==> src/rtl/cis_pkg.sv <==
package cis_pkg;

  localparam int DW = 32;
  localparam int AW = 2;

  // status word layout
  localparam int B_CMD_DONE  = 0;
  localparam int B_XFER_DONE = 1;
  localparam int B_GAP       = 2;
  localparam int B_WR_RDY    = 4;
  localparam int B_RD_RDY    = 5;
  localparam int B_CARD_INT  = 8;
  localparam int B_OOB       = 9;
  localparam int B_ERR_SUM   = 15;
  localparam int B_CMD_TMO   = 16;
  localparam int B_CMD_CRC   = 17;
  localparam int B_CMD_END   = 18;
  localparam int B_CMD_IDX   = 19;
  localparam int B_DAT_TMO   = 20;
  localparam int B_DAT_CRC   = 21;
  localparam int B_DAT_END   = 22;
  localparam int B_ASTOP     = 24;
  localparam int B_CARD_ERR  = 28;
  localparam int B_BAD_ACC   = 29;
  localparam int ERR_LO      = 16;

  typedef logic [DW-1:0] word_t;

  localparam word_t ONE = word_t'(1);

  localparam word_t DEF_MASK =
      (ONE << B_CMD_DONE) | (ONE << B_XFER_DONE) | (ONE << B_GAP)     |
      (ONE << B_WR_RDY)   | (ONE << B_RD_RDY)    | (ONE << B_CARD_INT) |
      (ONE << B_OOB)      | (ONE << B_ERR_SUM)   | (ONE << B_CMD_TMO)  |
      (ONE << B_CMD_CRC)  | (ONE << B_CMD_END)   | (ONE << B_CMD_IDX)  |
      (ONE << B_DAT_TMO)  | (ONE << B_DAT_CRC)   | (ONE << B_DAT_END)  |
      (ONE << B_ASTOP)    | (ONE << B_CARD_ERR)  | (ONE << B_BAD_ACC);

  localparam word_t SUM_BIT  = ONE << B_ERR_SUM;
  localparam word_t CIRQ_BIT = ONE << B_CARD_INT;
  localparam word_t OOB_BIT  = ONE << B_OOB;
  localparam word_t KEEP_MASK = DEF_MASK & ~SUM_BIT;
  localparam word_t W1C_MASK  = KEEP_MASK & ~CIRQ_BIT;

  typedef enum logic [AW-1:0] {
    A_STAT  = 2'd0,
    A_EVEN  = 2'd1,
    A_SIGEN = 2'd2,
    A_NONE  = 2'd3
  } addr_e;

endpackage

==> src/rtl/cis_status_reg.sv <==
module cis_status_reg #(
  parameter int           W    = 32,
  parameter logic [W-1:0] KEEP = '0
) (
  input  logic         clk,
  input  logic         rst_n,
  input  logic [W-1:0] set_vec,
  input  logic [W-1:0] clr_vec,
  output logic [W-1:0] stat_q
);

  logic [W-1:0] stat_d;
  logic         upd;

  // set has priority over any clear on the same bit
  always_comb begin
    stat_d = ((stat_q & ~clr_vec) | set_vec) & KEEP;
    upd    = (|(set_vec & KEEP)) | (|(clr_vec & stat_q));
  end

  always_ff @(posedge clk or negedge rst_n) begin
    if (!rst_n) begin
      stat_q <= '0;
    end else if (upd) begin
      stat_q <= stat_d;
    end
  end

endmodule

==> src/rtl/cis_enable_reg.sv <==
module cis_enable_reg #(
  parameter int           W    = 32,
  parameter logic [W-1:0] KEEP = '0,
  parameter logic [W-1:0] HOLD = '0
) (
  input  logic         clk,
  input  logic         rst_n,
  input  logic         wr_en,
  input  logic         hold_ovr,
  input  logic [W-1:0] wdata,
  output logic [W-1:0] en_q
);

  logic [W-1:0] hold_now;
  logic [W-1:0] en_d;

  always_comb begin
    hold_now = hold_ovr ? '0 : HOLD;
    en_d     = ((wdata & ~hold_now) | (en_q & hold_now)) & KEEP;
  end

  always_ff @(posedge clk or negedge rst_n) begin
    if (!rst_n) begin
      en_q <= '0;
    end else if (wr_en) begin
      en_q <= en_d;
    end
  end

endmodule

==> src/rtl/cis_out_stage.sv <==
module cis_out_stage
  import cis_pkg::*;
#(
  parameter int W       = 32,
  parameter int SUM_POS = 15,
  parameter int LO      = 16
) (
  input  logic [AW-1:0] rd_addr,
  input  logic [W-1:0]  stat_q,
  input  logic [W-1:0]  ev_q,
  input  logic [W-1:0]  sg_q,
  output logic [W-1:0]  rdata,
  output logic          irq
);

  logic [W-1:0] stat_view;

  always_comb begin
    stat_view          = stat_q;
    stat_view[SUM_POS] = |stat_q[W-1:LO];
    case (addr_e'(rd_addr))
      A_STAT:  rdata = stat_view;
      A_EVEN:  rdata = ev_q;
      A_SIGEN: rdata = sg_q;
      default: rdata = '0;
    endcase
    irq = |(stat_q & ev_q & sg_q);
  end

endmodule

==> src/rtl/card_irq_stat.sv <==
module card_irq_stat
  import cis_pkg::*;
(
  input  logic          clk,
  input  logic          rst_n,
  input  logic          reg_wr,
  input  logic [AW-1:0] reg_addr,
  input  logic [DW-1:0] reg_wdata,
  output logic [DW-1:0] reg_rdata,
  input  logic [DW-1:0] evt_pulse,
  input  logic          oob_en_ctl,
  output logic          irq
);

  localparam int NEN = 2;

  logic                    stat_wr;
  logic [DW-1:0]           clr_vec;
  logic [NEN-1:0]          en_wr;
  logic [NEN-1:0][DW-1:0]  en_arr;
  logic [DW-1:0]           stat_q;
  logic [DW-1:0]           ev_q;
  logic [DW-1:0]           sg_q;

  always_comb begin
    stat_wr = reg_wr && (reg_addr == A_STAT);
    clr_vec = stat_wr ? (reg_wdata & W1C_MASK) : '0;
    if (en_wr[0] && !reg_wdata[B_CARD_INT]) begin
      clr_vec = clr_vec | CIRQ_BIT;
    end
  end

  cis_status_reg #(
    .W    (DW),
    .KEEP (KEEP_MASK)
  ) u_status (
    .clk     (clk),
    .rst_n   (rst_n),
    .set_vec (evt_pulse),
    .clr_vec (clr_vec),
    .stat_q  (stat_q)
  );

  // index 0: event-enable (out-of-band bit protected), index 1: signal-enable
  for (genvar g = 0; g < NEN; g++) begin : g_en
    localparam addr_e SEL      = (g == 0) ? A_EVEN : A_SIGEN;
    localparam word_t HOLD_SEL = (g == 0) ? OOB_BIT : '0;

    assign en_wr[g] = reg_wr && (reg_addr == SEL);

    cis_enable_reg #(
      .W    (DW),
      .KEEP (KEEP_MASK),
      .HOLD (HOLD_SEL)
    ) u_en (
      .clk      (clk),
      .rst_n    (rst_n),
      .wr_en    (en_wr[g]),
      .hold_ovr (oob_en_ctl),
      .wdata    (reg_wdata),
      .en_q     (en_arr[g])
    );
  end

  assign ev_q = en_arr[0];
  assign sg_q = en_arr[1];

  cis_out_stage #(
    .W       (DW),
    .SUM_POS (B_ERR_SUM),
    .LO      (ERR_LO)
  ) u_out (
    .rd_addr (reg_addr),
    .stat_q  (stat_q),
    .ev_q    (ev_q),
    .sg_q    (sg_q),
    .rdata   (reg_rdata),
    .irq     (irq)
  );

endmodule

==> config.mk <==
export PLATFORM = sky130hd
export DESIGN_NAME = card_irq_stat
export DESIGN_NICKNAME = d
export VERILOG_FILES = /design/src/rtl/cis_pkg.sv /design/src/rtl/cis_status_reg.sv /design/src/rtl/cis_enable_reg.sv /design/src/rtl/cis_out_stage.sv /design/src/rtl/card_irq_stat.sv
export SDC_FILE = /design/constraint.sdc
export NUM_CORES = 1
export LEC_CHECK = 0
export ABC_AREA = 0
export BUFFER_PORTS_ARGS = -buffer_cell sky130_fd_sc_hd__buf_2
export CAP_MARGIN = 20
export CORE_ASPECT_RATIO = 0.9
export CORE_MARGIN = 1
export CORE_UTILIZATION = 43
export CTS_CLUSTER_DIAMETER = 80
export DETAILED_ROUTE_END_ITERATION = 12
export PLACE_DENSITY = 0.75
export SLEW_MARGIN = 40
export SYNTH_ARGS = -nofsm -noshare
export SYNTH_HDL_FRONTEND = slang
export SYNTH_SLANG_ARGS = --single-unit
==> constraint.sdc <==
create_clock -name clk -period 1.1 [get_ports clk]
set_input_delay 0.22 -clock clk [delete_from_list [all_inputs] [get_ports clk]]
set_output_delay 0.22 -clock clk [all_outputs]
set_load 0.05 [all_outputs]
# --- Word level (Yosys, flattened, before mapping) ---
# Cells that the tools add are included.
op_classes:
  n_eq_ne: 2
  muxes: 4
  bitwise: 11
  reduce_logical: 10
ops:
  columns: ["operator", "count"]
  rows:
  - ["AND 30 bit", 5]
  - ["one-hot mux 30 bit (3 select lines)", 1]
  - ["OR reduction 32 bit", 2]
  - ["inverter 30 bit", 2]
  - ["OR 30 bit", 2]
  - ["AND 32 x 30 -> 32 bit", 1]
  - ["two-way mux 30 bit", 1]
  - ["OR reduction 17 bit", 1]
  - ["two-way mux 10 bit", 1]
  - ["OR reduction 10 bit", 1]
  - ["two-way mux 9 bit", 1]
  - ["logical AND 1 bit", 4]
  - ["== test 2 x 1 -> 1 bit, second input constant", 1]
  - ["== test 2 bit, second input constant", 1]
  - ["zero test 2 bit", 1]
  - ["zero test 1 bit", 1]
  - ["OR 1 bit", 1]
word_totals:
  register_bits: 51
  wordCells: 30

# --- Longest topological paths before layout ---
# Gate-level depths: netlist of the first run.
depth:
  depth_word: 7
  mapped_depth: 5

# --- Hierarchy ---
# From an unflattened synthesis of the first run, not the netlist that was laid out.
unflattened:
  hier_cells: 347
  area_unflattened_um2: 3570.9
by_module_without_submodules:
  columns: ["mod", "n_inst", "cells_each", "area_each_um2"]
  rows:
  - ["cis_out_stage", 1, 152, 933.4]
  - ["cis_enable_reg at g_en[0].u_en", 1, 53, 805.8]
  - ["cis_enable_reg at g_en[1].u_en", 1, 52, 802.0]
  - ["cis_status_reg", 1, 67, 733.2]
  - ["card_irq_stat", 1, 23, 296.5]

# --- Least setup slack after synthesis of the first run ---
# OpenSTA, ideal clock, no wires.
synth_timing:
  path_kind: "input-to-output"
  from: "input port reg_addr[0]"
  to: "output port reg_rdata[15]"
  arrival_time_ns: 1.848
  required_ns: 0.880
  setup_slack_ns: -0.968
  stages: 3
  n_path_buf: 2
  path_cell_list: "buf_4 > buf_4 > a311oi_1"
synth_between:
  elab_chain_len: 2
  elab_cells_between_ends: 4
synth_lines:
  columns: ["element", "line_no", "rtl"]
  rows:
  - ["from (decl)", "card_irq_stat.sv:7", "input logic [AW-1:0] reg_addr,"]
  - ["== test 2 bit, or another cell as far along", "cis_out_stage.sv:21", "case (addr_e'(rd_addr))"]
  - ["one-hot mux 30 bit (3 select lines) (*)", "cis_out_stage.sv:21", null]
  - ["to (decl)", "card_irq_stat.sv:9", "output logic [DW-1:0] reg_rdata,"]
# Every way passes the cells marked *; elsewhere a longest branch is shown, timed or not.

# --- Final worst setup path of the first run ---
layout_timing:
  from: "register u_status.stat_q[16]"
  to: "output port irq"
layout_between:
  elab_chain_len: 3
layout_lines:
  columns: ["element", "line_no", "rtl"]
  rows:
  - ["from (decl)", "cis_status_reg.sv:9", "output logic [W-1:0] stat_q"]
  - ["from (signal assigned)", "cis_status_reg.sv:25", "stat_q <= stat_d;"]
  - ["AND 30 bit", "cis_out_stage.sv:27", "irq = |(stat_q & ev_q & sg_q);"]
  - ["AND 32 x 30 -> 32 bit", "cis_out_stage.sv:27", null]
  - ["OR reduction 32 bit", "cis_out_stage.sv:27", null]
  - ["to (decl)", "card_irq_stat.sv:12", "output logic irq"]
# No other way between the ends.

==> results of run 1 <==
==> logic make-up (layout without fill, tap and decap cells) <==
kind of cell           after synthesis  in the layout  share of synthesized area
AOI/OAI and AO/OA                   37             37                     0.0924
buffers and inverters               24            128                     0.0633
DFF                                 51             51                      0.504
muxes                               51             51                      0.218
other                                1             14                    0.00148
and+or+nand+nor                     62             62                      0.120
==> flip-flops by register name (all words and copies together) (netlist names), named ones only <==
register,count
u_status.stat_q,17
g_en.u_en.en_q,33
==> power groups by stage <==
| stage | clock (mW) | sequential, mW | combinational (mW) |
|---|---|---|---|
| after floorplan | 0 | 2.31 | 1.12 |
| after global placement | 0 | 2.31 | 1.71 |
| after detailed placement | 0 | 2.33 | 1.75 |
| after CTS | 1.18 | 2.30 | 1.93 |
| after global routing | 1.25 | 2.34 | 2.15 |
| final | 1.15 | 2.32 | 2.02 |
==> layer usage <==
layer	up-vias	routed length (um)
met1	1031	2920
met4	0	70
met5	-	0
met2	61	3330
met3	7	285
li1	1009	-
==> stage by stage <==
stage	setup slack, ps	hold slack, ps
final	-674	95.0
after global routing	-745	87.7
after floorplan	-383	-75.6
after global placement	-348	229
after CTS	-614	86.9
after detailed placement	-348	237
==> how the worst min path moves through the flow <==
stage                   from                    endpoint  slack, ps  cells past startpoint
2_1_floorplan          rst_n  asynchronous set/reset pin        -80                      0
3_3_place_gp           rst_n         u_status.stat_q[16]        230                      2
3_5_place_dp           rst_n         u_status.stat_q[16]        240                      2
4_1_cts        evt_pulse[19]         u_status.stat_q[19]         90                      2
5_1_grt         evt_pulse[9]          u_status.stat_q[9]         90                      2
6_report       evt_pulse[17]         u_status.stat_q[17]         90                      2
==> layout make-up <==
| class | instances | area share |
|---|---|---|
| Clock buffer | 8 | 0.0264 |
| Inverter | 1 | 0.000988 |
| Multi-Input combinational cell | 164 | 0.355 |
| Sequential cell | 51 | 0.337 |
| Tap cell | 70 | 0.0231 |
| Timing Repair Buffer | 119 | 0.257 |
==> layout by cell type, fill, tap and decap left out, drive strengths merged <==
master,netlist,final
o21ai,18,18
dfrtp,51,51
a31oi,1,1
nor2b,1,1
a21o,16,16
conb,1,14
nor3b,1,1
inv,1,1
buf,20,118
nor4,2,2
nand4,4,4
nand3b,1,1
and3,2,2
nand2,34,34
nand2b,1,1
clkbuf,3,8
nor2,3,3
dlygate4sd3,0,1
mux2,34,34
mux2i,17,17
nand3,13,13
a311oi,2,2
==> repair_timing <==
item	in CTS	in global routing
hold buffers	1	0
setup endpoints to repair	19	19
endpoints found under the hold margin	51	0
resized for setup	50	24
buffers inserted	3	2
pin swaps	7	7
==> results.py, run 1 <==
metrics = {
    "status": {
        "status": "complete, but fails checks",
        "failed_checks": "setup timing",
    },
    "synth": {
        "synth_area_mm2": 0.00253,
        "avgSynthCellArea_um2": 11.2,
        "synth_top_cells_by_count": "dfrtp_1, mux2_2, nand2_1",
        "synth.area.top_cells": "dfrtp_1, mux2_2, mux2i_1, buf_4, nand2_1",
        "yosysWarningCount": 0,
        "synth_seq_cells": 51,
        "synth_sequential_area_ratio": 0.504,
        "synth-edff-count": 0,
        "synth_top_area_cell": "dfrtp_1",
        "synth_most_common_cell": "dfrtp_1",
        "async_reset_ff_frac": 1.00,
        "ys_types": 23,
        "synthFlopType": "dfrtp_1",
        "synth_top_area_frac": 0.504,
        "syn_inst": 226,
    },
    "setup_path": {
        "crit_required_ps": 880,
        "cp_slowest_stage_delay_ps": 430,
        "cp_max_fo": 3,
        "worstRegToRegCells": 3,
        "critPathLaunch": "u_status.stat_q[16]",
        "crit_slowest_cell": "dfrtp_1",
        "cp_num_buf_inv": 1,
        "cp-start-kind": "flip-flop",
        "timing_worst_setup_path_type": "flip-flop to output port",
        "crit_path_end_kind": "output port",
        "r2r-start": "g_en[0].u_en.en_q[5]",
        "cp.depth": 4,
        "crit-reg2reg-capture": "g_en[0].u_en.en_q[5]",
        "r2r_slack_ps": 70,
        "critPathCapture": "irq",
        "worstPathArrival_ps": 1550,
        "crit_chain": "and3_4, a311oi_2, nand4_1, buf_6",
        "crit_family": "flip-flops",
    },
    "job": {
        "cap_violations": 0,
    },
    "hold_path": {
        "hold_path_class": "primary input to flip-flop",
    },
    "timing": {
        "maxSlewViolCount": 0,
        "fmax_mhz": 564,
        "post-route-period-util": 1.61,
        "finClkSkew_ps": 0,
        "setup-violations-final": 19,
        "grt_setup_unrepaired": "yes",
        "setup_tns_ps": -6980,
        "finalCriticalPeriod_ps": 1770,
        "hold_viol_final": 0,
        "setup_slack_ps": -674,
    },
    "route": {
        "drc": 0,
        "num_vias": 2108,
        "drtPass1Iterations": 4,
        "drtIter0Drc": 84,
        "wl_per_cell_um": 16.0,
        "ant_nets": 0,
        "vias_per_cell": 5.10,
        "wl_mm": 6.61,
    },
    "global_route": {
        "antenna_found_initial": 0,
        "met1_usage": 0.289,
        "use_met3": 0.0373,
        "grt_pass1_wl_mm": 10.5,
        "first_global_vias": 2134,
        "busiest_layer": "met2",
        "grt-ovfl-total": 0,
        "grt_max_degree": 52,
        "track_usage": 0.220,
        "met2_usage": 0.386,
    },
    "floorplan": {
        "rows": 26,
        "pin_count": 103,
        "die-area_mm2": 0.00620,
        "fp.dieH_um": 74.8,
        "coreArea_mm2": 0.00566,
        "die_x_um": 82.9,
        "initial_utilization": 0.447,
    },
    "clock_tree": {
        "cts_tree": "yes",
        "numCtsBuffers": 5,
        "cts_root_buffer": "clkbuf_8",
        "htree_num_levels": 2,
        "clock_path_buffers": 2,
        "clock_latency_ps": 290,
        "cts.sink_count": 51,
        "clkTransAtPathRegs_ps": 90,
    },
    "placement": {
        "dpl-instance-area_mm2": 0.00338,
        "hpwl_mm": 4.76,
        "dp.cells": 400,
        "gp_congestion": 0.813,
        "io_buffers": 58,
    },
    "final_layout": {
        "post_layout_nonfiller_instances": 413,
        "regArea_mm2": 0.00128,
        "area_growth_pct": 50.1,
        "fillCellCount": 433,
        "antenna-diode-count": 0,
        "drive_above_1_share": 0.554,
        "final_nets": 412,
        "fin_area_mm2": 0.00380,
        "multi_input_comb_area_mm2": 0.00135,
        "postLayoutCoreUtil": 0.671,
    },
    "pwr": {
        "p_leak_nw": 1.77,
        "power_density_mw_per_mm2": 1440,
        "ir_drop_mv": 1.27,
        "net-switching-power_mw": 1.79,
        "comb_power_share": 0.368,
        "seq_power_share": 0.422,
        "p_total_mw": 5.49,
        "p_sw_frac": 0.326,
        "p_int_mw": 3.70,
        "clkPwrFrac": 0.210,
    },
}
Power figures use the tool's default switching activity.
==> inputs of run 2 (changes only) <==
Settings changed: PLACE_DENSITY 0.75 to 0.86.
==> run 2 against run 1 <==
Against the previous run: power is 0.17% higher; clock skew stayed put; design area increased by 0.89%; via count up 5.0%; register-to-register slack got worse by 160 ps; sequential cell count unchanged; the run still ends with setup timing left; global-route usage up 1.1 points; non-clock buffer count increased by 2; count of clock-buffer cells in the layout fell by 1.
==> results.py, run 2 (same netlist as run 1, synthesis figures left out) <==
metrics = {
    "placement": {
        "dpl_worst_slack_ps": -365,
        "hpwl_mm": 4.78,
        "io_buffers": 58,
        "dpl-instance-area_mm2": 0.00333,
        "dp.cells": 393,
        "gp_congestion": 0.792,
    },
    "clock_tree": {
        "htree_num_levels": 2,
        "cts_root_buffer": "clkbuf_8",
        "clock_latency_ps": 300,
        "numCtsBuffers": 5,
        "clock_path_buffers": 2,
        "cts.sink_count": 51,
        "cts_tree": "yes",
        "clkTransAtPathRegs_ps": 100,
    },
    "setup_path": {
        "crit_required_ps": 880,
        "timing_worst_setup_path_type": "flip-flop to output port",
        "cp_max_fo": 3,
        "cp-start-kind": "flip-flop",
        "crit_path_end_kind": "output port",
        "worstPathArrival_ps": 1530,
    },
    "final_layout": {
        "final_nets": 414,
        "largest_reg_flops": 33,
        "regArea_mm2": 0.00128,
        "post_layout_nonfiller_instances": 415,
        "layout_common_cells": "dfrtp_1, buf_4, buf_2",
        "fillCellCount": 412,
        "top_regs": "g_en.u_en.en_q (33), u_status.stat_q (17)",
        "fin_area_mm2": 0.00383,
        "postLayoutCoreUtil": 0.677,
        "multi_input_comb_area_mm2": 0.00138,
        "drive_above_1_share": 0.551,
        "antenna-diode-count": 0,
        "regMostFlops": "g_en.u_en.en_q",
        "layout_commonest_cell": "dfrtp_1",
        "area_growth_pct": 51.4,
    },
    "global_route": {
        "antenna_found_initial": 0,
        "first_global_vias": 2310,
        "grt_pass1_wl_mm": 11.0,
        "track_usage": 0.231,
        "grt-ovfl-total": 0,
        "grt_max_degree": 52,
    },
    "floorplan": {
        "coreArea_mm2": 0.00566,
        "die-area_mm2": 0.00620,
        "die_x_um": 82.9,
        "rows": 26,
        "pin_count": 103,
        "fp.dieH_um": 74.8,
        "initial_utilization": 0.447,
    },
    "pwr": {
        "p_total_mw": 5.49,
        "ir_drop_mv": 0.616,
        "p_leak_nw": 1.75,
        "power_density_mw_per_mm2": 1430,
    },
    "timing": {
        "timing.hold.ws_ps": 85.0,
        "maxSlewViolCount": 0,
        "hold_viol_final": 0,
        "setup-violations-final": 20,
        "setup_tns_ps": -7320,
        "fmax_mhz": 570,
        "finalCriticalPeriod_ps": 1750,
        "setup_slack_ps": -654,
        "finClkSkew_ps": 0,
        "grt_setup_unrepaired": "yes",
        "post-route-period-util": 1.59,
    },
    "route": {
        "wl_mm": 7.13,
        "drtPass1Iterations": 4,
        "drtIter0Drc": 160,
        "drc": 0,
        "vias_per_cell": 5.33,
        "wl_per_cell_um": 17.2,
        "ant_nets": 0,
        "num_vias": 2214,
    },
    "status": {
        "failed_checks": "setup timing",
        "status": "complete, but fails checks",
    },
    "hold_path": {
        "hold_path_class": "primary input to flip-flop",
    },
    "job": {
        "cap_violations": 0,
    },
}
-- run 2: changes by cell type in the layout (fill, tap and decap cells not counted), sizes merged --
cell	before	now
clkbuf	8	7
clkinv	0	1
buf	118	120
-- run 2: repair_timing --
action                                  4_1_cts  5_1_grt
hold endpoints to repair                     51        0
pin swaps                                    10        7
endpoints found under the setup margin       35       36
hold buffers                                  1        0
gates resized for setup                      56       25
setup buffers                                 8        9
-- run 2: report_power, final --
| part | total, mW | switching [mW] | internal [mW] | leakage (nW) |
|---|---|---|---|---|
| Sequential | 2.32 | 0.190 | 2.13 | 0.557 |
| Combinational | 2.11 | 1.08 | 1.04 | 1.15 |
| Clock | 1.06 | 0.609 | 0.448 | 0.0422 |
-- run 2: cell type report --
class	instances	area share
timing repair buffer	121	0.261
inverter	1	0.000979
clock inverter	1	0.00131
sequential	51	0.333
multi-input combinational	164	0.361
tap	70	0.0229
clock buffer	7	0.0199
-- run 2: routing by layer --
metal | track usage | up-vias | part of all wire
li1 | - | 1008 | -
met1 | 0.279 | 1091 | 0.41
met2 | 0.412 | 98 | 0.51
met3 | 0.0526 | 17 | 0.059
met4 | 0.0900 | 0 | 0.018
met5 | 0 | - | 0
-- run 2: path summary, 6_finish.rpt --
kind | start | to | slack [ps] | cells after the start
setup / recovery | u_status.stat_q[24] | reg_rdata[24] | -650 | 6
max in group asynchronous | rst_n | u_status.stat_q[18] | 390 | 3
hold / removal | evt_pulse[21] | u_status.stat_q[21] | 90 | 2
setup reg to reg | u_status.stat_q[24] | u_status.stat_q[24] | -90 | 5
hold reg to reg | g_en[0].u_en.en_q[22] | g_en[0].u_en.en_q[22] | 550 | 1
min in group asynchronous | rst_n | u_status.stat_q[5] | 440 | 3
-- run 2: worst max-delay path: stages, from the launching register on --
cell	delay, ps
dfrtp_1	430
buf_4	150
buf_6	100
buf_6	100
mux2i_1	150
o21ai_1	110
buf_6	170
